--- src/rtl/rs_framer_pkg.sv ---
package rs_framer_pkg;
  typedef struct packed {
    logic valid;
    logic sop;
    logic eop;
  } frm_ctl_t;
endpackage

--- src/rtl/rs_framer_pos_ctr.sv ---
module rs_framer_pos_ctr #(
  parameter int MSG_LEN = 223,
  parameter int CW_LEN  = 255,
  localparam int POS_W  = $clog2(CW_LEN)
) (
  input  logic             clk_i,
  input  logic             rst_ni,
  input  logic             acc_i,
  output logic [POS_W-1:0] pos_o,
  output logic             msg_phase_o
);
  localparam logic [POS_W-1:0] MSG_END = POS_W'(MSG_LEN - 1);
  localparam logic [POS_W-1:0] CW_END  = POS_W'(CW_LEN - 1);

  logic [POS_W-1:0] pos_q;
  logic             step;

  assign msg_phase_o = (pos_q <= MSG_END);
  // parity slots run free, message slots wait for accepted symbols
  assign step        = msg_phase_o ? acc_i : 1'b1;

  always_ff @(posedge clk_i or negedge rst_ni) begin
    if (!rst_ni)       pos_q <= '0;
    else if (step)     pos_q <= (pos_q == CW_END) ? '0 : pos_q + POS_W'(1);
  end

  assign pos_o = pos_q;
endmodule

--- src/rtl/rs_framer_out_reg.sv ---
module rs_framer_out_reg
  import rs_framer_pkg::*;
#(
  parameter int SYM_W = 8
) (
  input  logic             clk_i,
  input  logic             rst_ni,
  input  frm_ctl_t         ctl_i,
  input  logic [SYM_W-1:0] data_i,
  output frm_ctl_t         ctl_o,
  output logic [SYM_W-1:0] data_o
);
  always_ff @(posedge clk_i or negedge rst_ni) begin
    if (!rst_ni) begin
      ctl_o  <= '0;
      data_o <= '0;
    end else begin
      ctl_o <= ctl_i;
      if (ctl_i.valid) data_o <= data_i;
    end
  end
endmodule

--- src/rtl/rs_framer.sv ---
module rs_framer
  import rs_framer_pkg::*;
#(
  parameter int SYM_W   = 8,
  parameter int MSG_LEN = 223,
  parameter int CW_LEN  = 255,
  localparam int POS_W  = $clog2(CW_LEN)
) (
  input  logic             clk_i,
  input  logic             rst_ni,
  input  logic [SYM_W-1:0] src_data_i,
  input  logic             src_valid_i,
  output logic             src_ready_o,
  output logic [SYM_W-1:0] enc_data_o,
  output logic             enc_valid_o,
  output logic             enc_sop_o,
  output logic             enc_eop_o,
  output logic [POS_W-1:0] pos_o
);
  localparam logic [POS_W-1:0] MSG_END = POS_W'(MSG_LEN - 1);

  logic     msg_phase;
  logic     acc;
  frm_ctl_t ctl_d, ctl_q;

  assign acc = src_valid_i & msg_phase;

  rs_framer_pos_ctr #(.MSG_LEN(MSG_LEN), .CW_LEN(CW_LEN)) u_pos (
    .clk_i      (clk_i),
    .rst_ni     (rst_ni),
    .acc_i      (acc),
    .pos_o      (pos_o),
    .msg_phase_o(msg_phase)
  );

  always_comb begin
    ctl_d.valid = acc;
    ctl_d.sop   = acc & (pos_o == '0);
    ctl_d.eop   = acc & (pos_o == MSG_END);
  end

  rs_framer_out_reg #(.SYM_W(SYM_W)) u_out (
    .clk_i (clk_i),
    .rst_ni(rst_ni),
    .ctl_i (ctl_d),
    .data_i(src_data_i),
    .ctl_o (ctl_q),
    .data_o(enc_data_o)
  );

  assign src_ready_o = msg_phase;
  assign enc_valid_o = ctl_q.valid;
  assign enc_sop_o   = ctl_q.sop;
  assign enc_eop_o   = ctl_q.eop;
endmodule

--- config.mk ---
export PLATFORM = sky130hd
export DESIGN_NAME = rs_framer
export DESIGN_NICKNAME = d
export VERILOG_FILES = /design/src/rtl/rs_framer_pkg.sv /design/src/rtl/rs_framer_pos_ctr.sv /design/src/rtl/rs_framer_out_reg.sv /design/src/rtl/rs_framer.sv
export SDC_FILE = /design/constraint.sdc
export NUM_CORES = 1
export LEC_CHECK = 0
export ABC_AREA = 0
export BUFFER_PORTS_ARGS = -buffer_cell sky130_fd_sc_hd__buf_2
export CORE_MARGIN = 4
export CORE_UTILIZATION = 48
export DETAILED_ROUTE_END_ITERATION = 12
export GPL_TIMING_DRIVEN = 1
export HOLD_SLACK_MARGIN = 0.03
export PLACE_DENSITY_LB_ADDON = 0.25
export SYNTH_ARGS = -nofsm -noshare
export SYNTH_HDL_FRONTEND = slang
export SYNTH_HIERARCHICAL = 1
export SYNTH_SLANG_ARGS = --single-unit
--- constraint.sdc ---
create_clock -name clk_i -period 2.08 [get_ports clk_i]
set_input_delay 0.104 -clock clk_i [delete_from_list [all_inputs] [get_ports clk_i]]
set_output_delay 0.104 -clock clk_i [all_outputs]
set_load 0.01 [all_outputs]
# Yosys cells after proc, flatten, opt, wreduce, memory -nomap -nowiden
# Cells that the tools add are included.
# classes
n_eq_ne	2
muxes	2
n_bitwise	3
magnitude_cmp	1
n_reduce_logical	1
add_sub_neg	1
# op_table
cell	count
8-bit equality test (second input constant)	2
8-bit by 1-bit adder with 8-bit output (second input constant)	1
8-bit less-or-equal comparator (second input constant)	1
8-bit logical NOT	1
8-bit 2-to-1 mux	1
1-bit AND	3
1-bit 2-to-1 mux	1
# totals
regBits	19
out_inout_bits	20
elab_cells	15
input_bits	11

# Longest topological paths before layout
# Gate-level depths: netlist of the first run.
# logic_depth
word_depth	3
depth_mapped	11
depth_no_buf	10

# Modules after synthesis
# Netlist of the first run, hierarchy kept.
# modules_own_cells
module	instances	seq_area_each_um2	area_per_inst_um2	cells_per_inst
rs_framer_pos_ctr	1	200.2	490.5	50
rs_framer_out_reg	1	275.3	406.6	20
rs_framer	1	0.0	52.6	7

# Worst setup path after synthesis of the first run
# OpenSTA, ideal clock, no wires.
# synth_timing
kind	register -> register
start	register u_pos.pos_q[0] (netlist: u_pos/pos_o[0])
end	register u_pos.pos_q[4] (netlist: u_pos/pos_o[4])
stages_incl_launch_ff	11
period_less_slack_ns	2.119
arrival_ns	1.998
path_slack_ns	-0.039
t_required_ns	1.959
setup_time_ns	0.121
n_path_buf	1
path_cell_list	dfrtp_1 -> inv_1 -> ha_1 -> nand3b_1 -> nor2_1 -> o211ai_1 -> and2_1 -> a31oi_1 -> o21ai_2 -> buf_6 -> a22o_2
# synth_via
elab_chain_len	3
word_cells_on_any_way	6
classes_between	add/sub (1); order compare (1); eq/ne (1); mux (2); bitwise (1)
# synth_rtl
item	line_no	text
start: declaration	rs_framer_pos_ctr.sv:15	logic [POS_W-1:0] pos_q;
start signal: assignment	rs_framer_pos_ctr.sv:24	else if (step) pos_q <= (pos_q == CW_END) ? '0 : pos_q + POS_W'(1);
8-bit less-or-equal comparator	rs_framer_pos_ctr.sv:18	assign msg_phase_o = (pos_q <= MSG_END);
net src_ready_o	rs_framer.sv:13	output logic src_ready_o,
1-bit AND	rs_framer.sv:26	assign acc = src_valid_i & msg_phase;
net acc	rs_framer.sv:23	logic acc;
1-bit 2-to-1 mux	rs_framer_pos_ctr.sv:20	assign step = msg_phase_o ? acc_i : 1'b1;
# The timed path passes the listed nets, and every way through them passes these cells.
# A chain may end at the register's enable or synchronous reset.

# Worst setup path after layout of the first run
# layout_timing
start	register u_pos.pos_q[0] (netlist: u_pos/pos_o[0])
end	register u_pos.pos_q[3] (netlist: u_pos/pos_o[3])
# layout_via
elab_chain_len	3
word_cells_on_any_way	6
classes_between	add/sub (1); order compare (1); eq/ne (1); mux (2); bitwise (1)
# layout_rtl
item	line_no
8-bit less-or-equal comparator	rs_framer_pos_ctr.sv:18
1-bit AND	rs_framer.sv:26
net acc	rs_framer.sv:23
1-bit 2-to-1 mux	rs_framer_pos_ctr.sv:20
# The timed path passes the listed nets, and every way through them passes these cells.

==> flow_summary.yaml, run 1 <==
critical_path:
  critPathKind: "reg2reg"
  required_ns: 2.28
  slowest_stage: "dfrtp_1"
  start_kind: "flop"
  cp_max_fo: 7
  arrival_ns: 2.22
  max_stage_delay_ns: 0.40
  end_kind: "flop"
  path_cells: "inv_2 > ha_4 > nand3b_1 > nor2_1 > o211ai_1 > and2_4 > a31oi_4 > o21ai_4 > o21ai_0 > a22o_1"
drt:
  vias: 869
  wl_per_cell_um: 16.4
  ant_nets: 0
  wl_um: 2520
  first_pass_iters: 4
  drt-initial-drc-count: 24
  viasPerCell: 5.68
  drc_errors: 0
placed_design:
  gp_congestion: 0.966
  dp_hpwl_um: 1570
  pre_cts_ws_ns: -0.0557
  dp.cells: 136
  place_area_mm2: 0.00116
  portBuffers: 30
synth:
  syn_inst: 77
  syn_nets: 90
  yosysWarnings: 6
  synth.cell_area_um2: 950
  ys_ff_latch: 19
  avgSynthCellArea_um2: 12.3
  synthDistinctLibCells: 30
  synth_seq_area_share_pct: 50.1
global_routing:
  grt_util_all_layers_pct: 19.6
  antenna_found_initial: 0
  grt_pass1_vias: 846
  grt_overflow: 0
  grt_pass1_wl_um: 3810
  grt_max_degree: 20
final_layout:
  final_area_mm2: 0.00134
  antenna_cells: 0
  fin_cells: 153
  syn2layout_area_growth_pct: 41.5
  final_layout_size_suffix_gt1_share_pct: 51.6
  nets: 142
  post-route-util_pct: 74.6
timing:
  slew_headroom_pct: 71.3
  setup_violations: 0
  fin_ws_ns: 0.0682
  fin_skew_ns: 0.00345
  post-route-period-util_pct: 96.7
  fin_setup_tns_ns: 0
  worst_slew_pin_slew_ns: 0.430
  hold_viol: 0
  min_period_ns: 2.01
  drv_slew: 0
  fmax_mhz: 497
  hold_ws_ns: 0.0396
run_status:
  status: "complete, no violations"
cts:
  path_clk_slew_ns: 0.11
  clock_latency_ns: 0.30
  clk_path_buf_depth: 2
  cts_sinks: 19
  numCtsBuffers: 3
  cts_tree: "done"
  htree_levels: 1
  clock_tree.root_cell: "clkbuf_4"
power_and_ir_drop:
  totalPowerFinal_mw: 1.37
  ir_worst_vdd_mv: 0.649
  powerDensity_mw_per_mm2: 1020
  power_leakage_nw: 0.626
floorplan:
  ios: 31
  rows: 15
  die_area_mm2: 0.00275
  initial_core_util_pct: 52.7
  coreArea_mm2: 0.00180
  die_width_um: 52.5
  die_y_um: 52.5
min_path:
  hold_path.class: "in2reg"
run:
  max_cap_viol_count: 0
worst max-delay path: cells and delay by family, from the launching register on:
| kind | cells | cell delay, ns |
|---|---|---|
| AO/OA/AOI/OAI | 5 | 0.84 |
| AND/OR/NAND/NOR | 3 | 0.41 |
| buffers and inverters | 1 | 0.11 |
| adder cells (fa/ha/maj) | 1 | 0.14 |
| flip-flops | 1 | 0.40 |
flip-flops by register name, indices dropped and copies added (netlist names):
signal / cells
u_out/ctl_o: 3
u_pos/pos_o: 8
u_out/data_o: 8
Yosys cell counts:
library cell	count	area [µm²]
and3_2	1	7.51
nor2_4	1	11.3
mux2i_1	1	10.0
o31ai_1	1	7.51
o211ai_1	1	7.51
nand3_1	3	15.0
buf_6	2	22.5
o21a_1	1	7.51
inv_1	2	7.51
and3_1	1	6.26
nor3_1	2	10.0
nor2b_1	2	12.5
nand4bb_1	1	11.3
or4_1	1	7.51
o21ai_2	2	17.5
and2b_2	1	8.76
nor3b_1	1	7.51
nand2_1	2	7.51
mux2_4	8	120
nand4_1	4	25.0
a22o_1	4	35.0
nor2_1	3	11.3
o21ai_0	6	30.0
ha_1	2	25.0
a31oi_1	1	6.26
a22o_2	1	10.0
dfrtp_1	19	475
and2_1	1	6.26
nand3b_1	1	7.51
nor4_2	1	12.5
where the power goes:
group	switching [mW]	total [mW]	leakage, nW	internal (mW)
sequential	0.0883	0.538	0.228	0.450
clock	0.121	0.193	0.0177	0.0718
combinational	0.319	0.636	0.380	0.316
cells in the final DEF, fill, tap and decap left out, types with 3 or more instances in the layout:
cell type	n
mux2_4	8
nand4_1	4
a22o_1	4
o21ai_0	4
buf_2	30
dlygate4sd3_1	8
clkbuf_4	3
nor2_1	3
buf_4	10
dfrtp_1	18
layout make-up:
| class | instances | area [µm²] |
|---|---|---|
| clock buffer | 3 | 22.5 |
| clock inverter | 1 | 5.00 |
| fill | 130 | 458 |
| inverter | 2 | 7.51 |
| multi-input combinational | 55 | 495 |
| sequential | 19 | 477 |
| tap | 25 | 31.3 |
| timing repair buffer | 48 | 305 |
cell families after synthesis:
family	synth area share (%)
and+or+nand+nor	17.7
buffers and inverters	3.16
muxes	13.7
DFF	50.1
AOI/OAI and AO/OA	12.8
adders and majority gates	2.63
layer usage:
layer | wire [µm] | share of wire (%) | global-route usage (%)
met2 | 1230 | 49 | 34.7
met1 | 1010 | 40 | 22.3
met4 | 58 | 2.3 | 7.66
met5 | 0 | 0 | 0
met3 | 216 | 8.6 | 4.84
repair_timing:
item                                   in CTS  in global routing
pin swaps                                   0                  2
setup buffers                               1                  3
resized for setup                           2                  4
hold buffers                                7                  1
setup endpoints to repair                   3                 16
endpoints found under the hold margin      25                  1
gates cloned                                1                  0
worst paths after layout:
kind	start	to	slack, ns	depth (start not counted)
worst max-delay path	u_pos/pos_o[0]	u_pos/pos_o[3]	0.07	10
worst min-delay path	src_data_i[3]	u_out/data_o[3]	0.04	2
max in group asynchronous	rst_ni	u_pos/pos_o[1]	1.48	2
worst min register to register	u_out/data_o[7]	u_out/data_o[7]	0.52	1
worst max register to register	u_pos/pos_o[0]	u_pos/pos_o[3]	0.07	10
min in group asynchronous	rst_ni	u_out/data_o[5]	0.27	2
Note: power is estimated with default switching activity, not from simulation.
==> run 2: changes to the inputs <==
PLACE_DENSITY = 0.85   (was default)
PLACE_DENSITY_LB_ADDON = default   (was 0.25)
==> flow_summary.yaml, run 2 (same netlist as run 1, synthesis figures left out) <==
run_status:
  status: "complete, no violations"
final_layout:
  fin_cells: 145
  final_cell_mix: "buf_2, dfrtp_1, buf_4"
  antenna_cells: 0
  final_layout_size_suffix_gt1_share_pct: 54.2
  fillers: 130
  mostFrequentLayoutCell: "buf_2"
  nets: 134
  syn2layout_area_growth_pct: 32.3
power_and_ir_drop:
  powerDensity_mw_per_mm2: 1040
  seqPwrFrac_pct: 40.3
  power_frac_comb_pct: 46.2
  power_leakage_nw: 0.590
  clkPwrFrac_pct: 13.5
  ir_worst_vdd_mv: 0.874
  internal-power_mw: 0.807
  p_sw_share_pct: 38.4
  netSwitchingPower_mw: 0.503
global_routing:
  grt_max_degree: 20
  antenna_found_initial: 0
  grt_use_met1_pct: 22.7
  grt-busiest-layer: "met2"
  grt_overflow: 0
  grt_use_met2_pct: 29.3
  grt_pass1_vias: 793
  grt_util_all_layers_pct: 18.1
  use_met3_pct: 3.70
  grt_pass1_wl_um: 3600
floorplan:
  die_width_um: 52.5
  coreArea_mm2: 0.00180
  rows: 15
  initial_core_util_pct: 52.7
  die_y_um: 52.5
  ios: 31
  die_area_mm2: 0.00275
placed_design:
  dp.cells: 136
  portBuffers: 30
  dp_hpwl_um: 1540
  pre_cts_ws_ns: -0.0747
  gp_congestion: 0.924
critical_path:
  path_buf_inv: 1
  required_ns: 2.26
  worstReg2RegStart: "u_pos/pos_o[0]"
  critPathTopFamily: "compound AO/OA/AOI/OAI gates"
  r2r_slack_ns: 0.05
  end_kind: "flop"
  start_kind: "flop"
  critPathKind: "reg2reg"
  worstSetupEndpoint: "u_pos/pos_o[2]"
  reg2reg_to: "u_pos/pos_o[2]"
  crit_start: "u_pos/pos_o[0]"
  cp_max_fo: 7
  slowest_stage: "dfrtp_1"
  crit_cells: 10
  max_stage_delay_ns: 0.40
  path_cells: "inv_2 > ha_2 > nand3b_1 > nor2_1 > o211ai_1 > and2_4 > a31oi_4 > o21ai_4 > o21ai_1 > a22o_1"
  arrival_ns: 2.21
  reg2regPathDepth: 10
drt:
  wl_per_cell_um: 16.0
  first_pass_iters: 4
  ant_nets: 0
  vias: 840
  wl_um: 2320
  drc_errors: 0
  drt-initial-drc-count: 29
  viasPerCell: 5.79
min_path:
  hold_path.class: "in2reg"
cts:
  path_clk_slew_ns: 0.10
  clock_latency_ns: 0.29
  clk_path_buf_depth: 2
  cts_tree: "done"
  cts_sinks: 19
  numCtsBuffers: 3
  clock_tree.root_cell: "clkbuf_4"
  htree_levels: 1
timing:
  setup_violations: 0
  post-route-period-util_pct: 97.5
  fmax_mhz: 493
  min_period_ns: 2.03
  hold_viol: 0
  fin_setup_tns_ns: 0
  slew_headroom_pct: 73.2
  hold_ws_ns: 0.0457
  worst_slew_pin_slew_ns: 0.402
  fin_skew_ns: 0.00299
  fin_ws_ns: 0.0520
  drv_slew: 0
run:
  max_cap_viol_count: 0
## run 2: cell types whose count changed in the layout (fill, tap and decap cells not counted), sizes merged
cell	delta
buf	-1
dlygate4sd3	-7
## run 2: worst min-delay path by stage
stage	from	end	depth (start not counted)	slack, ns
after floorplan	rst_ni	u_out/ctl_o[0]	0	-0.19
after global placement	rst_ni	u_out/data_o[4]	1	0.06
after CTS	src_data_i[5]	u_out/data_o[5]	2	0.04
final	src_data_i[5]	u_out/data_o[5]	2	0.05
after detailed placement	rst_ni	u_out/data_o[3]	1	0.06
after global routing	src_data_i[2]	u_out/data_o[2]	2	0.03
## run 2: what timing repair did
| action | CTS | global route |
|---|---|---|
| hold buffers | 1 | 0 |
| cloned | 1 | 0 |
| buffers inserted | 1 | 2 |
| setup endpoints to repair | 3 | 3 |
| resized for setup | 3 | 3 |
| pin swaps | 0 | 2 |
| endpoints found under the hold margin | 19 | 0 |
## run 2: routing by layer
layer,part of all wire (%),vias up
met1,42,406
met5,0,-
li1,-,376
met2,47,52
met4,1.9,0
met3,9.4,6
## run 2: final cells by class
type                       count  area, µm²  share of cell area (%)
tap                           25       31.3                    2.49
clock buffer                   3       22.5                    1.79
timing repair buffer          40        228                    18.1
clock inverter                 1       5.00                   0.398
sequential                    19        477                    37.9
multi-input combinational     55        485                    38.6
inverter                       2       7.51                   0.598
## run 2: power by group through the flow
stage,Combinational (mW),Clock (mW),Sequential [mW]
floorplan,0.232,0,0.609
global placement,0.545,0,0.522
detailed placement,0.556,0,0.528
CTS,0.582,0.184,0.528
global route,0.650,0.203,0.538
finish,0.605,0.177,0.528
## run 2: per-stage QoR
step | power [mW] | cell area, µm² | utilization (%)
after detailed placement | 1.08 | 1160 | 64.7
after global routing | 1.39 | 1260 | 69.7
after floorplan | 0.841 | 961 | -
after CTS | 1.29 | 1240 | 68.9
after global placement | 1.07 | 1160 | 64.7
final | 1.31 | 1260 | 69.7
